$ cat src/rtl/dag_pkg.sv
package dag_pkg;

    typedef enum logic [2:0] {
        ERR_NONE      = 3'd0,
        ERR_SRC_ALIGN = 3'd1,
        ERR_DST_ALIGN = 3'd2,
        ERR_STRIDE    = 3'd3,
        ERR_WIDTH     = 3'd4
    } err_cause_e;

    typedef enum logic [1:0] {
        ST_IDLE,
        ST_RUN,
        ST_DONE,
        ST_ERR
    } state_e;

    localparam int OPT_SRC_MODE_BIT = 0;
    localparam int OPT_DST_MODE_BIT = 1;
    localparam int OPT_FW_LSB       = 8;
    localparam int FW_CODE_W        = 3;
    localparam int FW_MAX_CODE      = 5;
    localparam int ALIGN_BYTES      = 32;
    localparam int ALIGN_LSB        = $clog2(ALIGN_BYTES);
    localparam int WIN_W            = ALIGN_LSB + 1;

    // Window size in bytes for a legal width code (1 to 32 bytes).
    function automatic logic [WIN_W-1:0] window_bytes(input logic [FW_CODE_W-1:0] code);
        return WIN_W'(1) << code;
    endfunction

endpackage

$ cat src/rtl/dag_param_check.sv
module dag_param_check
    import dag_pkg::*;
#(
    parameter int ADDR_W = 32,
    parameter int BIDX_W = 16
) (
    input  logic                 src_const,
    input  logic                 dst_const,
    input  logic [FW_CODE_W-1:0] fw_code,
    input  logic [ADDR_W-1:0]    src_base,
    input  logic [ADDR_W-1:0]    dst_base,
    input  logic [BIDX_W-1:0]    src_bidx,
    input  logic [BIDX_W-1:0]    dst_bidx,
    output err_cause_e           cause
);

    logic any_const;
    logic width_bad;
    logic src_mis;
    logic dst_mis;
    logic stride_bad;

    always_comb begin
        any_const  = src_const | dst_const;
        width_bad  = any_const && (fw_code > FW_CODE_W'(FW_MAX_CODE));
        src_mis    = src_const && (src_base[ALIGN_LSB-1:0] != '0);
        dst_mis    = dst_const && (dst_base[ALIGN_LSB-1:0] != '0);
        stride_bad = (src_const && (src_bidx[ALIGN_LSB-1:0] != '0))
                  || (dst_const && (dst_bidx[ALIGN_LSB-1:0] != '0));

        if (width_bad)       cause = ERR_WIDTH;
        else if (src_mis)    cause = ERR_SRC_ALIGN;
        else if (dst_mis)    cause = ERR_DST_ALIGN;
        else if (stride_bad) cause = ERR_STRIDE;
        else                 cause = ERR_NONE;
    end

endmodule

$ cat src/rtl/dag_beat_cnt.sv
module dag_beat_cnt #(
    parameter int CNT_W = 8
) (
    input  logic             clk,
    input  logic             rst_n,
    input  logic             load,
    input  logic             step,
    input  logic [CNT_W-1:0] elem_cnt,
    input  logic [CNT_W-1:0] arr_cnt,
    output logic             arr_end,
    output logic             xfer_end
);

    typedef struct packed {
        logic [CNT_W-1:0] e_idx;
        logic [CNT_W-1:0] a_idx;
        logic [CNT_W-1:0] e_cnt;
        logic [CNT_W-1:0] a_cnt;
    } cnt_t;

    cnt_t cnt_d, cnt_q;

    assign arr_end  = (cnt_q.e_idx == cnt_q.e_cnt - CNT_W'(1));
    assign xfer_end = arr_end && (cnt_q.a_idx == cnt_q.a_cnt - CNT_W'(1));

    always_comb begin
        cnt_d = cnt_q;
        if (load) begin
            cnt_d.e_idx = '0;
            cnt_d.a_idx = '0;
            cnt_d.e_cnt = elem_cnt;
            cnt_d.a_cnt = arr_cnt;
        end else if (step) begin
            if (arr_end) begin
                cnt_d.e_idx = '0;
                cnt_d.a_idx = cnt_q.a_idx + CNT_W'(1);
            end else begin
                cnt_d.e_idx = cnt_q.e_idx + CNT_W'(1);
            end
        end
    end

    always_ff @(posedge clk or negedge rst_n) begin
        if (!rst_n) cnt_q <= '0;
        else        cnt_q <= cnt_d;
    end

endmodule

$ cat src/rtl/dag_side_addr.sv
module dag_side_addr
    import dag_pkg::*;
#(
    parameter int ADDR_W     = 32,
    parameter int BIDX_W     = 16,
    parameter int ELEM_BYTES = 4
) (
    input  logic                 clk,
    input  logic                 rst_n,
    input  logic                 load,
    input  logic [ADDR_W-1:0]    base,
    input  logic [BIDX_W-1:0]    bidx,
    input  logic                 const_mode,
    input  logic [FW_CODE_W-1:0] fw_code,
    input  logic                 step,
    input  logic                 arr_end,
    output logic [ADDR_W-1:0]    addr
);

    typedef struct packed {
        logic [ADDR_W-1:0] arr_start;
        logic [ADDR_W-1:0] off;
        logic [BIDX_W-1:0] bidx;
        logic              is_const;
        logic [WIN_W-1:0]  win;
    } side_t;

    side_t side_d, side_q;
    logic [ADDR_W-1:0] off_inc;

    assign addr = side_q.arr_start + side_q.off;

    always_comb begin
        side_d  = side_q;
        off_inc = side_q.off + ADDR_W'(ELEM_BYTES);
        if (load) begin
            side_d.arr_start = base;
            side_d.off       = '0;
            side_d.bidx      = bidx;
            side_d.is_const  = const_mode;
            side_d.win       = window_bytes(fw_code);
        end else if (step) begin
            if (arr_end) begin
                side_d.arr_start = side_q.arr_start + ADDR_W'(side_q.bidx);
                side_d.off       = '0;
            end else if (side_q.is_const) begin
                side_d.off = (off_inc >= ADDR_W'(side_q.win)) ? '0 : off_inc;
            end else begin
                side_d.off = off_inc;
            end
        end
    end

    always_ff @(posedge clk or negedge rst_n) begin
        if (!rst_n) side_q <= '0;
        else        side_q <= side_d;
    end

endmodule

$ cat src/rtl/dma_addr_gen.sv
module dma_addr_gen
    import dag_pkg::*;
#(
    parameter int ADDR_W     = 32,
    parameter int CNT_W      = 8,
    parameter int BIDX_W     = 16,
    parameter int OPT_W      = 16,
    parameter int ELEM_BYTES = 4
) (
    input  logic              clk,
    input  logic              rst_n,
    input  logic              start,
    input  logic [OPT_W-1:0]  opt_word,
    input  logic [ADDR_W-1:0] src_base,
    input  logic [ADDR_W-1:0] dst_base,
    input  logic [CNT_W-1:0]  elem_cnt,
    input  logic [CNT_W-1:0]  arr_cnt,
    input  logic [BIDX_W-1:0] src_bidx,
    input  logic [BIDX_W-1:0] dst_bidx,
    output logic [ADDR_W-1:0] src_addr,
    output logic [ADDR_W-1:0] dst_addr,
    output logic              beat_valid,
    input  logic              beat_ready,
    output logic              done,
    output logic              err,
    output logic [2:0]        err_cause
);

    localparam int NUM_SIDES = 2;

    typedef struct packed {
        state_e     st;
        err_cause_e cause;
    } ctl_t;

    ctl_t ctl_d, ctl_q;

    logic                 src_const, dst_const;
    logic [FW_CODE_W-1:0] fw_code;
    err_cause_e           chk_cause;
    logic                 load, step;
    logic                 arr_end, xfer_end;
    logic                 zero_cnt;

    logic [ADDR_W-1:0] side_base [NUM_SIDES];
    logic [BIDX_W-1:0] side_bidx [NUM_SIDES];
    logic              side_cm   [NUM_SIDES];
    logic [ADDR_W-1:0] side_addr [NUM_SIDES];

    assign src_const = opt_word[OPT_SRC_MODE_BIT];
    assign dst_const = opt_word[OPT_DST_MODE_BIT];
    assign fw_code   = opt_word[OPT_FW_LSB +: FW_CODE_W];
    assign zero_cnt  = (elem_cnt == '0) || (arr_cnt == '0);

    assign side_base[0] = src_base;
    assign side_base[1] = dst_base;
    assign side_bidx[0] = src_bidx;
    assign side_bidx[1] = dst_bidx;
    assign side_cm[0]   = src_const;
    assign side_cm[1]   = dst_const;

    dag_param_check #(
        .ADDR_W (ADDR_W),
        .BIDX_W (BIDX_W)
    ) u_check (
        .src_const (src_const),
        .dst_const (dst_const),
        .fw_code   (fw_code),
        .src_base  (src_base),
        .dst_base  (dst_base),
        .src_bidx  (src_bidx),
        .dst_bidx  (dst_bidx),
        .cause     (chk_cause)
    );

    dag_beat_cnt #(
        .CNT_W (CNT_W)
    ) u_cnt (
        .clk      (clk),
        .rst_n    (rst_n),
        .load     (load),
        .step     (step),
        .elem_cnt (elem_cnt),
        .arr_cnt  (arr_cnt),
        .arr_end  (arr_end),
        .xfer_end (xfer_end)
    );

    for (genvar g = 0; g < NUM_SIDES; g++) begin : g_side
        dag_side_addr #(
            .ADDR_W     (ADDR_W),
            .BIDX_W     (BIDX_W),
            .ELEM_BYTES (ELEM_BYTES)
        ) u_side (
            .clk        (clk),
            .rst_n      (rst_n),
            .load       (load),
            .base       (side_base[g]),
            .bidx       (side_bidx[g]),
            .const_mode (side_cm[g]),
            .fw_code    (fw_code),
            .step       (step),
            .arr_end    (arr_end),
            .addr       (side_addr[g])
        );
    end

    assign src_addr = side_addr[0];
    assign dst_addr = side_addr[1];

    always_comb begin
        ctl_d = ctl_q;
        load  = 1'b0;
        step  = 1'b0;
        if (ctl_q.st == ST_RUN) begin
            step = beat_ready;
            if (beat_ready && xfer_end) ctl_d.st = ST_DONE;
        end else begin
            if (ctl_q.st == ST_DONE) ctl_d.st = ST_IDLE;
            if (start) begin
                load = 1'b1;
                if (chk_cause != ERR_NONE) begin
                    ctl_d.st    = ST_ERR;
                    ctl_d.cause = chk_cause;
                end else begin
                    ctl_d.cause = ERR_NONE;
                    ctl_d.st    = zero_cnt ? ST_DONE : ST_RUN;
                end
            end
        end
    end

    always_ff @(posedge clk or negedge rst_n) begin
        if (!rst_n) begin
            ctl_q.st    <= ST_IDLE;
            ctl_q.cause <= ERR_NONE;
        end else begin
            ctl_q <= ctl_d;
        end
    end

    assign beat_valid = (ctl_q.st == ST_RUN);
    assign done       = (ctl_q.st == ST_DONE);
    assign err        = (ctl_q.st == ST_ERR);
    assign err_cause  = ctl_q.cause;

endmodule

$ cat config.mk
export PLATFORM = sky130hd
export DESIGN_NAME = dma_addr_gen
export DESIGN_NICKNAME = d
export VERILOG_FILES = /design/src/rtl/dag_pkg.sv /design/src/rtl/dag_param_check.sv /design/src/rtl/dag_beat_cnt.sv /design/src/rtl/dag_side_addr.sv /design/src/rtl/dma_addr_gen.sv
export SDC_FILE = /design/constraint.sdc
export NUM_CORES = 1
export LEC_CHECK = 0
export BUFFER_PORTS_ARGS = -buffer_cell sky130_fd_sc_hd__clkbuf_2
export CAP_MARGIN = 20
export CORE_MARGIN = 3
export CORE_UTILIZATION = 40
export DETAILED_ROUTE_END_ITERATION = 6
export RECOVER_POWER = 25
export SKIP_LAST_GASP = 1
export SLEW_MARGIN = 20
export SYNTH_ARGS = -nofsm -noshare
export SYNTH_HDL_FRONTEND = slang
export SYNTH_SLANG_ARGS = --single-unit
$ cat constraint.sdc
create_clock -name clk -period 8.5 [get_ports clk]
set_input_delay 0.85 -clock clk [delete_from_list [all_inputs] [get_ports clk]]
set_output_delay 0.85 -clock clk [all_outputs]
set_load 0.02 [all_outputs]
==> flow_summary.ini <==
[place]
placed_cell_area_sq_um = 16300
placed_cells = 2405
dp_hpwl_mm = 31.6
port_buffers = 190
gp_congestion = 0.907

[setup_path]
slowest_delay_ns = 0.51
reg2regPathDepth = 11
r2r_setup_slack_ns = 4.06
crit_chain = ha_1 -> o21ai_0 -> nor2_1 -> a21oi_1 -> o211ai_1 -> o22a_1 -> o21a_1 -> and4_1 -> a2111oi_0 -> xnor2_1 -> clkbuf_2
path_class = reg2out
worstPathArrival_ns = 4.02
slowest_stage = a2111oi_0
crit_path_start_kind = flop
end_kind = output port
crit_fanout = 8
reg2reg_from = g_side[0].u_side.side_q[26]$_DFFE_PN0P_
reg2reg_to = g_side[0].u_side.side_q[25]$_DFFE_PN0P_
cp.required_ns = 7.65

[cells_and_area]
final_core_utilization_pct = 46.7
stdcell_area_sq_um = 17200
stdcell_count = 2456
num-fill-cells = 3661
multi_input_area_sq_um = 9400
nets = 2205
areaGrowthSynthToFinish_pct = 14.8
post_route_cells_drive_above_1_share_pct = 14.4
ff_latch_area_sq_um = 5030

[clock_tree]
cts_sinks = 201
cts-root-buf = clkbuf_16
numCtsBuffers = 27
cts_max_level = 1
clk_pin_slew_ns = 0.06
cts-resized-gates = 0
cts_tree = yes
worstSkewPairLatency_ns = 0.54
hold_buffers = 0
post_cts_buffers = 0
cts_buffer_depth = 3

[global_routing]
antenna_found_initial = 4
track_usage_pct = 21.6
grt_pass1_vias = 13571
grt_max_degree = 79
overflow = 0
grt_pass1_wl_mm = 70.7

[status]
violations = capacitance limit, slew limit
status = complete, but fails checks

[worst_hold_path]
hp-start = err_cause[0]$_DFFE_PN0P_
hold_class = reg2reg
min_to = err_cause[0]$_DFFE_PN0P_
whs_path_depth = 2

[synth]
mappedNetlistArea_sq_um = 15000
yosysWarnings = 0
ys_ff_latch = 201
ys_types = 79
synth_nets = 2060
yosysSeqAreaShare_pct = 33.6
yosysTopAreaCell = dfrtp_1
synth_cells = 1822
syn_area_per_cell_sq_um = 8.21
async_reset_ff_share_pct = 100
synth_edf_count = 0
ys.flop_type = dfrtp_1
synthTopCellsByArea = dfrtp_1, ha_1, nand2_1, xnor2_1, nor2_1
synth_top_area_share_pct = 33.6

[power]
max-vdd-ir-drop_v = 0.000255
leakage_nw = 7.95
powerDensity_nw_per_um2 = 352

[sta]
hold_violations = 0
maxSlewHeadroom_pct = -166
tightest_slew_ns = 3.99
skew_ns = 0.0113
final.min_clock_period_ns = 4.87
finalCritPeriodShare_pct = 57.3
fin_tns_setup_ns = 0
fmax_mhz = 205
maxSlewViolCount = 70
rsz0062_at_grt = false
setup_viol = 0

[route]
wl_mm = 43.8
drt_iter0_drc = 913
wire_per_inst_um = 17.9
firstDrtPassIters = 5
routed_via_density = 5.67
ant_nets = 0
drcViolationCount = 0
vias = 13918

[die]
die_w_um = 199
top_level_ports = 202
core_sq_um = 36800
initial_core_util_pct = 40.7
fp-row-count = 70
die-area_sq_um = 39800
die_h_um = 199

[job]
cap_violations = 1
==> critical path: cells and delay by family (launching register included) <==
family | cells | cell delay, ns
buffers and inverters | 1 | 0.19
xor gates and xnor gates | 1 | 0.18
adders and majority gates | 1 | 0.38
DFF | 1 | 0.49
and+or+nand+nor | 2 | 0.32
AOI/OAI and AO/OA | 6 | 1.91
==> through the flow <==
step / hold slack, ns / worst slack, ns / total power [mW]
floorplan: 0.440 / 4.61 / 3.94
detailed placement: 0.463 / 4.15 / 4.86
global route: 0.494 / 3.34 / 6.56
finish: 0.478 / 3.63 / 6.04
global placement: 0.459 / 4.20 / 4.78
CTS: 0.319 / 3.56 / 6.08
==> cells in the final DEF (no fill, tap or decap), types with 26 or more instances in the layout <==
master / synthesis / routed
nand3_1: 67 / 67
o21a_1: 28 / 28
xor2_1: 60 / 60
clkbuf_2: 0 / 189
nand4_1: 41 / 41
nor2_1: 171 / 168
nor3_1: 38 / 38
a21o_1: 26 / 26
a31oi_1: 42 / 42
and3_1: 40 / 40
xnor2_1: 75 / 75
dfrtp_1: 201 / 201
o22ai_1: 29 / 29
a21oi_1: 101 / 101
ha_1: 104 / 104
inv_1: 44 / 44
nand2_1: 284 / 283
clkbuf_16: 0 / 27
o21ai_0: 105 / 104
==> state kept, by name, indices dropped and copies added (netlist names) <==
register              flops
g_side.u_side.side_q    164
ctl_q                     2
u_cnt.cnt_q              32
err_cause                 3
==> worst max path at each step <==
stage / to / slack, ns / startpoint
after detailed placement: g_side[0].u_side.side_q[25]$_DFFE_PN0P_ / 4.15 / g_side[0].u_side.side_q[26]$_DFFE_PN0P_
final: src_addr[31] / 3.63 / g_side[0].u_side.side_q[27]$_DFFE_PN0P_
after global placement: g_side[0].u_side.side_q[25]$_DFFE_PN0P_ / 4.20 / g_side[0].u_side.side_q[25]$_DFFE_PN0P_
after CTS: src_addr[31] / 3.56 / g_side[0].u_side.side_q[27]$_DFFE_PN0P_
after floorplan: dst_addr[26] / 4.61 / g_side[1].u_side.side_q[33]$_DFFE_PN0P_
after global routing: src_addr[31] / 3.34 / g_side[0].u_side.side_q[27]$_DFFE_PN0P_
==> metal layers <==
layer	up-vias	global-route usage (%)	share of wire [%]
li1	6883	-	-
met5	-	0	0.089
met3	69	4.08	6.1
met4	6	5.14	1.9
met1	6622	30.7	48
met2	338	34.4	44
==> cells by family (layout without fill, tap and decap cells) <==
kind of cell / count (synthesis) / after routing / share of synthesized area [%]
adder cells (fa/ha/maj): 106 / 106 / 8.96
other: 0 / 1 / 0
buffers and inverters: 134 / 299 / 3.85
AO/OA/AOI/OAI: 448 / 448 / 19.2
AND/OR/NAND/NOR: 780 / 780 / 25.3
XOR/XNOR: 135 / 135 / 7.90
multiplexers: 18 / 18 / 1.23
flip-flops: 201 / 201 / 33.6
==> where the power goes <==
part | internal, mW | total (mW) | switching [mW]
registers | 1.25 | 1.58 | 0.331
logic | 1.27 | 3.28 | 2.02
clock network | 0.722 | 1.18 | 0.456
total | 3.24 | 6.04 | 2.80
==> layout make-up <==
class | instances | area share (%)
clock buffer | 36 | 4.48
timing repair buffer | 206 | 6.32
antenna | 1 | 0.0146
tap | 468 | 3.41
inverter | 44 | 0.961
multi-input combinational | 1487 | 54.7
sequential | 201 | 29.3
clock inverter | 13 | 0.852
==> synthesized netlist by cell type, drive strengths merged (12+ instances only) <==
cell type,count
a211oi,19
a21o,26
a21oi,102
a31oi,42
and2,16
and3,40
buf,34
clkbuf,56
dfrtp,201
ha,104
inv,44
mux2i,15
nand2,285
nand3,68
nand4,41
nor2,171
nor3,40
nor4,19
o21a,28
o21ai,107
o22ai,29
or2,12
or3,12
or4,14
xnor2,75
xor2,60
No activity file was read; power rests on OpenSTA's default activity.
